`config.mk`:
```
export PLATFORM = sky130hd
export DESIGN_NAME = store_drain_buffer
export DESIGN_NICKNAME = d
export VERILOG_FILES = /design/src/rtl/sdb_pkg.sv /design/src/rtl/sdb_store_queue.sv /design/src/rtl/sdb_drain_ctrl.sv /design/src/rtl/store_drain_buffer.sv
export SDC_FILE = /design/constraint.sdc
export NUM_CORES = 1
export LEC_CHECK = 0
export BUFFER_PORTS_ARGS = -buffer_cell sky130_fd_sc_hd__buf_2
export CORE_MARGIN = 2
export CORE_UTILIZATION = 40
export DETAILED_ROUTE_END_ITERATION = 6
export PLACE_DENSITY = 0.65
export SETUP_SLACK_MARGIN = 0.1
export SKIP_LAST_GASP = 1
export SLEW_MARGIN = 40
export SYNTH_ARGS = -nofsm -noshare
export SYNTH_HDL_FRONTEND = slang
export SYNTH_SLANG_ARGS = --single-unit
```
`constraint.sdc`:
```
create_clock -name clk -period 4.15 [get_ports clk]
set_input_delay 0.415 -clock clk [delete_from_list [all_inputs] [get_ports clk]]
set_output_delay 0.415 -clock clk [all_outputs]
set_load 0.005 [all_outputs]
```
`src/rtl/sdb_pkg.sv`:
```
package sdb_pkg;
  typedef enum logic [1:0] {
    SDB_IDLE  = 2'd0,
    SDB_WRITE = 2'd1,
    SDB_DRAIN = 2'd2,
    SDB_READ  = 2'd3
  } sdb_state_e;
endpackage

```
`src/rtl/sdb_store_queue.sv`:
```
module sdb_store_queue #(
  parameter  int DEPTH  = 4,
  parameter  int BLK_AW = 13,
  parameter  int DATA_W = 64,
  localparam int PTR_W  = (DEPTH > 1) ? $clog2(DEPTH) : 1,
  localparam int CNT_W  = $clog2(DEPTH + 1)
) (
  input  logic              clk,
  input  logic              rst_n,
  input  logic              push,
  input  logic [BLK_AW-1:0] push_blk,
  input  logic [DATA_W-1:0] push_data,
  input  logic              pop,
  input  logic [BLK_AW-1:0] probe_blk,
  output logic              probe_hit,
  output logic [BLK_AW-1:0] head_blk,
  output logic [DATA_W-1:0] head_data,
  output logic [CNT_W-1:0]  count,
  output logic              full
);

  logic [BLK_AW-1:0] blk_q  [DEPTH];
  logic [DATA_W-1:0] data_q [DEPTH];
  logic [DEPTH-1:0]  vld_q, vld_d, hit_vec;
  logic [PTR_W-1:0]  wr_q, wr_d, rd_q, rd_d;
  logic [CNT_W-1:0]  cnt_q, cnt_d;

  function automatic logic [PTR_W-1:0] bump(input logic [PTR_W-1:0] p);
    return (p == PTR_W'(DEPTH - 1)) ? '0 : p + 1'b1;
  endfunction

  always_comb begin
    wr_d  = push ? bump(wr_q) : wr_q;
    rd_d  = pop  ? bump(rd_q) : rd_q;
    cnt_d = cnt_q;
    if (push && !pop)      cnt_d = cnt_q + 1'b1;
    else if (pop && !push) cnt_d = cnt_q - 1'b1;
  end

  for (genvar i = 0; i < DEPTH; i++) begin : g_slot
    assign vld_d[i]   = (vld_q[i] & ~(pop && rd_q == PTR_W'(i)))
                      | (push && wr_q == PTR_W'(i));
    assign hit_vec[i] = vld_q[i] && (blk_q[i] == probe_blk);

    always_ff @(posedge clk) begin
      if (push && wr_q == PTR_W'(i)) begin
        blk_q[i]  <= push_blk;
        data_q[i] <= push_data;
      end
    end
  end

  always_ff @(posedge clk or negedge rst_n) begin
    if (!rst_n) begin
      vld_q <= '0;
      wr_q  <= '0;
      rd_q  <= '0;
      cnt_q <= '0;
    end else begin
      vld_q <= vld_d;
      wr_q  <= wr_d;
      rd_q  <= rd_d;
      cnt_q <= cnt_d;
    end
  end

  assign probe_hit = |hit_vec;
  assign head_blk  = blk_q[rd_q];
  assign head_data = data_q[rd_q];
  assign count     = cnt_q;
  assign full      = (cnt_q == CNT_W'(DEPTH));

  AST_NO_OVERFLOW: assert property (@(posedge clk) disable iff (!rst_n)
    push |-> !full);
  AST_NO_UNDERFLOW: assert property (@(posedge clk) disable iff (!rst_n)
    pop |-> (cnt_q != '0));
  AST_COUNT_TRACKS_SLOTS: assert property (@(posedge clk) disable iff (!rst_n)
    $countones(vld_q) == int'(cnt_q));

endmodule

```
`src/rtl/sdb_drain_ctrl.sv`:
```
module sdb_drain_ctrl
  import sdb_pkg::*;
#(
  parameter  int DEPTH = 4,
  localparam int CNT_W = $clog2(DEPTH + 1)
) (
  input  logic             clk,
  input  logic             rst_n,
  input  logic             ld_valid,
  input  logic             ld_hit,
  input  logic [CNT_W-1:0] q_count,
  input  logic             mem_ack,
  output logic             req_valid,
  output logic             req_write,
  output logic             pop,
  output logic             rsp_fire,
  output logic             draining
);

  sdb_state_e state_q, state_d;
  logic       last_one;
  logic       conflict;

  assign last_one = (q_count == CNT_W'(1));
  assign conflict = ld_valid && ld_hit;

  always_comb begin
    state_d = state_q;
    unique case (state_q)
      SDB_IDLE: begin
        if (ld_valid)             state_d = ld_hit ? SDB_DRAIN : SDB_READ;
        else if (q_count != '0)   state_d = SDB_WRITE;
      end
      SDB_WRITE: begin
        if (mem_ack) begin
          if (conflict)           state_d = last_one ? SDB_READ : SDB_DRAIN;
          else                    state_d = SDB_IDLE;
        end else if (conflict)    state_d = SDB_DRAIN;
      end
      SDB_DRAIN: begin
        if (mem_ack && last_one)  state_d = SDB_READ;
      end
      SDB_READ: begin
        if (mem_ack)              state_d = SDB_IDLE;
      end
      default:                    state_d = SDB_IDLE;
    endcase
  end

  always_ff @(posedge clk or negedge rst_n) begin
    if (!rst_n) state_q <= SDB_IDLE;
    else        state_q <= state_d;
  end

  assign req_valid = (state_q != SDB_IDLE);
  assign req_write = (state_q == SDB_WRITE) || (state_q == SDB_DRAIN);
  assign pop       = mem_ack && req_write;
  assign rsp_fire  = mem_ack && (state_q == SDB_READ);
  assign draining  = (state_q == SDB_DRAIN);

  AST_DRAIN_ENDS_EMPTY: assert property (@(posedge clk) disable iff (!rst_n)
    $fell(draining) |-> (q_count == '0));
  AST_DRAIN_HAS_WORK: assert property (@(posedge clk) disable iff (!rst_n)
    draining |-> (q_count != '0));

endmodule

```
`src/rtl/store_drain_buffer.sv`:
```
module store_drain_buffer #(
  parameter  int ADDR_W = 16,
  parameter  int OFFS_W = 3,
  parameter  int DATA_W = 64,
  parameter  int DEPTH  = 4,
  localparam int BLK_AW = ADDR_W - OFFS_W,
  localparam int CNT_W  = $clog2(DEPTH + 1)
) (
  input  logic              clk,
  input  logic              rst_n,
  input  logic              st_valid,
  output logic              st_ready,
  input  logic [BLK_AW-1:0] st_blk,
  input  logic [DATA_W-1:0] st_data,
  input  logic              ld_valid,
  input  logic [ADDR_W-1:0] ld_addr,
  output logic              ld_rsp_valid,
  output logic [DATA_W-1:0] ld_rsp_data,
  output logic              mem_req_valid,
  output logic              mem_req_write,
  output logic [ADDR_W-1:0] mem_req_addr,
  output logic [DATA_W-1:0] mem_req_data,
  input  logic              mem_ack,
  input  logic [DATA_W-1:0] mem_rdata,
  output logic [CNT_W-1:0]  fill_level,
  output logic              drain_active
);

  logic              push, pop, full, hit, draining;
  logic [BLK_AW-1:0] head_blk;
  logic [DATA_W-1:0] head_data;
  logic [CNT_W-1:0]  count;

  assign st_ready = !full && !draining;
  assign push     = st_valid && st_ready;

  sdb_store_queue #(.DEPTH(DEPTH), .BLK_AW(BLK_AW), .DATA_W(DATA_W)) u_queue (
    .clk       (clk),
    .rst_n     (rst_n),
    .push      (push),
    .push_blk  (st_blk),
    .push_data (st_data),
    .pop       (pop),
    .probe_blk (ld_addr[ADDR_W-1:OFFS_W]),
    .probe_hit (hit),
    .head_blk  (head_blk),
    .head_data (head_data),
    .count     (count),
    .full      (full)
  );

  sdb_drain_ctrl #(.DEPTH(DEPTH)) u_ctrl (
    .clk       (clk),
    .rst_n     (rst_n),
    .ld_valid  (ld_valid),
    .ld_hit    (hit),
    .q_count   (count),
    .mem_ack   (mem_ack),
    .req_valid (mem_req_valid),
    .req_write (mem_req_write),
    .pop       (pop),
    .rsp_fire  (ld_rsp_valid),
    .draining  (draining)
  );

  assign mem_req_addr = mem_req_write ? {head_blk, {OFFS_W{1'b0}}} : ld_addr;
  assign mem_req_data = head_data;
  assign ld_rsp_data  = mem_rdata;
  assign fill_level   = count;
  assign drain_active = draining;

  AST_REQ_HELD: assert property (@(posedge clk) disable iff (!rst_n)
    (mem_req_valid && !mem_ack) |=> (mem_req_valid && $stable(mem_req_write)
      && $stable(mem_req_addr) && (!mem_req_write || $stable(mem_req_data))));
  AST_NO_STORE_IN_DRAIN: assert property (@(posedge clk) disable iff (!rst_n)
    (draining && st_valid) |=> (fill_level <= $past(fill_level)));
  AST_RSP_FROM_READ: assert property (@(posedge clk) disable iff (!rst_n)
    ld_rsp_valid |-> (mem_req_valid && !mem_req_write && ld_valid));

endmodule

```
### Word-level counts from Yosys, hierarchy flattened

Memory sizes are Yosys's and may differ from the RTL's.
Index checks and enable logic that the tools add are counted.
W data, S select, Z words.

* bits in registers: 13
* bits in writable memories: 308
* bits of input ports: 162
* output and inout bits: 152
* word-level logic and storage cells: 122
* memories kept: 2

* $add $sub $neg: 4
* eq/ne operators: 19
* multiplexer cells: 41
* bitwise operators: 12
* reduce and logical (&&, ||, !) cells: 39

Memory list
* u_queue.data_q: words 4, width 64, read ports 1, clocked after Yosys merged registers in 0, write ports 1, RTL line sdb_store_queue.sv:23 `logic [DATA_W-1:0] data_q [DEPTH];`
* u_queue.blk_q: words 4, width 13, read ports 5, clocked after Yosys merged registers in 0, write ports 1, RTL line sdb_store_queue.sv:22 `logic [BLK_AW-1:0] blk_q [DEPTH];`

Operators by type and width (count)
* $mux W64: 3
* $reduce_or A64 Y1: 3
* $eq A13 B13 Y1: 4
* $mux W13: 3
* $reduce_or A13 Y1: 3
* $mux W2: 15
* $logic_and A1 B1 Y1: 20
* $mux W1: 16
* $mux W16: 1
* $eq A2 B2 Y1 const B: 6
* $pmux W2 S4: 1
* $eq A2 B1 Y1 const B: 3
* $logic_not A2 Y1: 3
* $mux W3: 2
* $ne A3 B2 Y1 const B: 2
* $add A2 B1 Y2 const B: 2
* $and A1 B1 Y1: 4
* $logic_not A1 Y1: 4
* $not A1 Y1: 4
* $or A1 B1 Y1: 4
* $reduce_and A4 Y1: 1
* $reduce_bool A2 Y1: 2
* $reduce_or A4 Y1: 1
* $add A3 B1 Y3 const B: 1
* other kinds (7): 7

### Logic depth before layout (Yosys ltp)

* word-level depth: 11
* gate-level depth with buffers: 8
* mapped depth without buffers: 8

### By module

Synthesis repeated with hierarchy kept, for this count alone.

* cells, all modules: 655
* area total of the unflattened synthesis: 13339.0 um^2

Modules (own cells, without submodules)
* sdb_store_queue: times used 1, cells an instance 543, area each 12366.9 um^2, seq. area each 9524.1 um^2
* store_drain_buffer: times used 1, cells an instance 84, area each 721.9 um^2, seq. area each 0.0 um^2
* sdb_drain_ctrl: times used 1, cells an instance 28, area each 250.2 um^2, seq. area each 50.0 um^2

### Worst setup path after synthesis

No wires, ideal clock.

* path kind: reg-to-reg
* start point: reg u_queue.cnt_q[0] (netlist: u_queue.count[0])
* end point: mem u_queue.blk_q[0][0] (enable)
* arrival: 2.897 ns
* setup slack: 0.808 ns
* stages on the path, launching flop included: 5
* buffers on the path: 0
* period minus slack after synthesis: 3.342 ns
* cell sequence: dfrtp_1 > inv_1 > ha_1 > a21oi_1 > and3_1

* word-level cells in the longest chain between the ends: 11
* elaborated cells between the ends (all ways): 25

RTL lines
* start, declared: RTL line sdb_store_queue.sv:26 `logic [CNT_W-1:0] cnt_q, cnt_d;`
* start signal, assigned: RTL line sdb_store_queue.sv:63 `cnt_q <= cnt_d;`
* $eq A3 B3 Y1 (*): RTL line sdb_store_queue.sv:71 `assign full = (cnt_q == CNT_W'(DEPTH));`
* $logic_not A1 Y1 (*): RTL line store_drain_buffer.sv:34 `assign st_ready = !full && !draining;`
* $logic_and A1 B1 Y1 (*): RTL line store_drain_buffer.sv:34
* net st_ready: RTL line store_drain_buffer.sv:12 `output logic st_ready,`
* $logic_and A1 B1 Y1 (*): RTL line store_drain_buffer.sv:35 `assign push = st_valid && st_ready;`
* $logic_and A1 B1 Y1: RTL line sdb_store_queue.sv:46 `if (push && wr_q == PTR_W'(i)) begin`
* $mux W1: RTL line sdb_store_queue.sv:46
* $mux W1 (implied by the code): RTL line sdb_store_queue.sv:47 `blk_q[i] <= push_blk;`
* $reduce_or A13 Y1 (no line)
* $mux W2 (no line) or $mux W1 (tied branches) (3 in a row)
* end, declared: RTL line sdb_store_queue.sv:22

Mark *: on every way through the listed nets, which the timed path passes. The rest lies on a longest branch.

### Worst setup path in the final report

* start point: reg u_queue.rd_q[0]
* end point: out mem_req_data[34]

* word-level cells in the longest chain between the ends: 1

RTL lines
* start, declared: RTL line sdb_store_queue.sv:25 `logic [PTR_W-1:0] wr_q, wr_d, rd_q, rd_d;`
* start signal, assigned: RTL line sdb_store_queue.sv:62 `rd_q <= rd_d;`
* $mem_v2 Z4 W64
* end, declared: RTL line store_drain_buffer.sv:22 `output logic [DATA_W-1:0] mem_req_data,`

Every way passes these cells.

==> impl_metrics.yaml <==
route:
  wirelength_um: 27700
  ant_nets: 0
  drc: 0
  drt_first_pass_iters: 6
  via_count: 6544
  vias_per_cell: 5.09
  drt_iter0_markers: 314
  wire_per_inst_um: 21.5
setup_path:
  worstSetupPathDepth: 3
  critPathBufInv: 2
  slowest_stage: "dfrtp_4"
  cp.arrival_ps: 2460
  worstSetupStartpointType: "flip-flop"
  worstSetupPathType: "flip-flop to output pin"
  reg2regPathDepth: 5
  critical_path_required_ps: 3730
  cp_slowest_stage_delay_ps: 780
  r2r_slack_ps: 1590
  end_kind: "output pin"
  crit_chain: "buf_4, mux4_2, buf_2"
  critPathMaxFanout: 27
  critPathTopFamily: "flip-flops"
  rr_endpoint: "u_queue.data_q[0][28]"
  timing.rr.start: "u_ctrl.state_q[0]"
timing:
  hold_violations: 0
  relSlewSlack: 0.436
  rsz0062_at_grt: "no"
  finClkSkew_ps: 16.7
  fin_ws_ps: 1280
  post-route-period-util: 0.693
  finalCriticalPeriod_ps: 2870
  tightest_slew_ps: 846
  max_freq_ghz: 0.348
  timing.setup.tns_ps: 0
  drv_slew: 0
  setup_violations: 0
cts:
  post_cts_buffers: 0
  worstSkewPairLatency_ps: 500
  h-tree-depth: 2
  numCtsBuffers: 35
  clock_sinks: 321
  clk_path_buf_depth: 3
  postCtsResizedCells: 0
  path_clk_slew_ps: 60
  cts_tree: "built"
  root_buffer: "clkbuf_16"
  hold_buffers: 1
floorplanning:
  initial_utilization: 0.404
  coreArea_um2: 33400
  ioPinCount: 314
  die_height_um: 188
  die_area_um2: 35200
  die_width_um: 188
  num_rows: 67
placed_design:
  place_inst: 1218
  gp_congestion: 0.819
  dpl.hpwl_um: 17900
  placed_cell_area_um2: 14400
  place_ws_ps: 1570
  numPortBuffers: 185
run:
  max_cap_violations: 0
final_layout:
  nets: 988
  final_common_cell: "edfxtp_1"
  layout-drive-gt1-share: 0.423
  final_area_um2: 15600
  layout.cells.non_filler: 1286
  layout_common_cells: "edfxtp_1 (308), buf_2 (185), mux4_2 (77), xnor2_1 (50), clkbuf_16 (37)"
  area_growth_pct: 15.9
synth:
  syn-cell-area_um2: 13500
  ys_ff_latch: 321
  ys_types: 39
  synth_ff_type: "edfxtp_1"
  yosys.area.top_type: "edfxtp_1"
  syn-num-nets: 855
  yosys_warnings: 0
  synth-seq-area-share: 0.710
  async_flop_share: 0.0405
  syn_inst: 675
  syn_area_per_cell_um2: 20.0
  synth_top_area_share: 0.686
  synth-edff-count: 308
  synth_area_leaders: "edfxtp_1 (69%), mux4_2 (13%), buf_4 (4.1%), xnor2_1 (3.2%), dfrtp_1 (2.4%)"
power_and_ir_drop:
  p_leak_nw: 5.34
  irDropWorstVdd_mv: 0.471
  power_density_nw_per_um2: 700
  p_total_mw: 10.9
worst_hold_path:
  hold_class: "input pin to flip-flop"
  min_to: "u_queue.blk_q[1][2]"
  min_from: "st_blk[2]"
  worstHoldPathCells: 1
global_route:
  grt_pass1_wl_um: 42200
  grt_overflow_total: 0
  grt_usage: 0.158
  grt_max_degree: 53
  grt_pass1_vias: 7007
  antenna_found_initial: 9
run_status:
  outcome: "complete, no violations"
## kinds of logic (layout without fill, tap and decap cells)
family          after synthesis  in the layout  synth area share
flops                       321            321             0.710
other cells                   0              4                 0
xor+xnor                     55             55            0.0374
simple gates                 63             63            0.0279
buf+inv                     108            267            0.0567
compound gates               17             17           0.00956
mux                          93             93             0.142
fa+ha+maj                    18             18            0.0167
## sequential cells by signal, indices dropped and copies added, names as in the netlist
name / flops
u_ctrl.state_q: 2
u_queue.rd_q: 2
u_queue.wr_q: 2
u_queue.vld_q: 4
u_queue.blk_q: 52
u_queue.data_q: 256
u_queue.count: 3
## area by class of cell
| type | count | area (µm²) |
|---|---|---|
| Tap cell | 448 | 561 |
| Clock inverter | 17 | 246 |
| Multi-Input combinational cell | 246 | 3170 |
| Sequential cell | 321 | 9580 |
| Inverter | 10 | 37.5 |
| Clock buffer | 46 | 970 |
| Fill cell | 2894 | 17700 |
| Timing Repair Buffer | 194 | 1060 |
| Antenna cell | 4 | 10.0 |
## power by group
part	internal, mW	leakage (nW)	total (mW)	switching [mW]
combinational	1.59	1.80	3.13	1.54
sequential	4.22	2.96	4.59	0.372
clock	2.03	0.590	3.22	1.20
total	7.83	5.34	10.9	3.11
## Yosys cell counts (3+ instances only)
cell / count
nand2_1: 12
nor2_1: 3
buf_4: 73
and3_1: 4
edfxtp_1: 308
nand3_1: 4
buf_6: 10
nor4_2: 3
mux4_2: 77
xnor2_1: 50
inv_1: 10
nand4_1: 21
a21o_1: 5
mux2_2: 14
nor4_1: 4
ha_1: 18
buf_2: 8
dfrtp_1: 13
nor2b_1: 4
clkbuf_1: 6
xnor2_2: 3
o21ai_0: 4
## metal layers
metal	up-vias	share of wire	track usage	routed length, µm
li1	2898	-	-	-
met1	3317	0.40	0.192	11000
met2	234	0.48	0.259	13400
met3	87	0.090	0.0539	2490
met4	8	0.029	0.0654	791
met5	-	0.0016	0	45
## stage by stage
| step | util | hold slack (ps) |
|---|---|---|
| 3_3_place_gp | 0.431 | 331 |
| 6_report | 0.469 | 130 |
| 5_1_grt | 0.468 | 108 |
| 2_1_floorplan | - | 119 |
| 3_5_place_dp | 0.432 | 335 |
| 4_1_cts | 0.468 | 103 |
## worst register-to-register path, stage by stage (launching register included)
cell and delay, ps:
dfrtp_1 370, inv_1 100, ha_1 270, a21oi_1 380, and3_4 700, buf_12 360
## worst max path at each step
stage | from | to | slack, ps
detailed placement | u_ctrl.state_q[0] | u_queue.data_q[1][1] | 1570
CTS | u_queue.rd_q[0] | mem_req_data[34] | 1190
global placement | u_queue.count[0] | u_queue.data_q[1][53] | 1640
finish | u_queue.rd_q[0] | mem_req_data[34] | 1280
floorplan | u_queue.count[0] | u_queue.blk_q[0][0] | 810
global route | u_queue.rd_q[0] | mem_req_data[40] | 1110
Power figures use the tool's default switching activity.
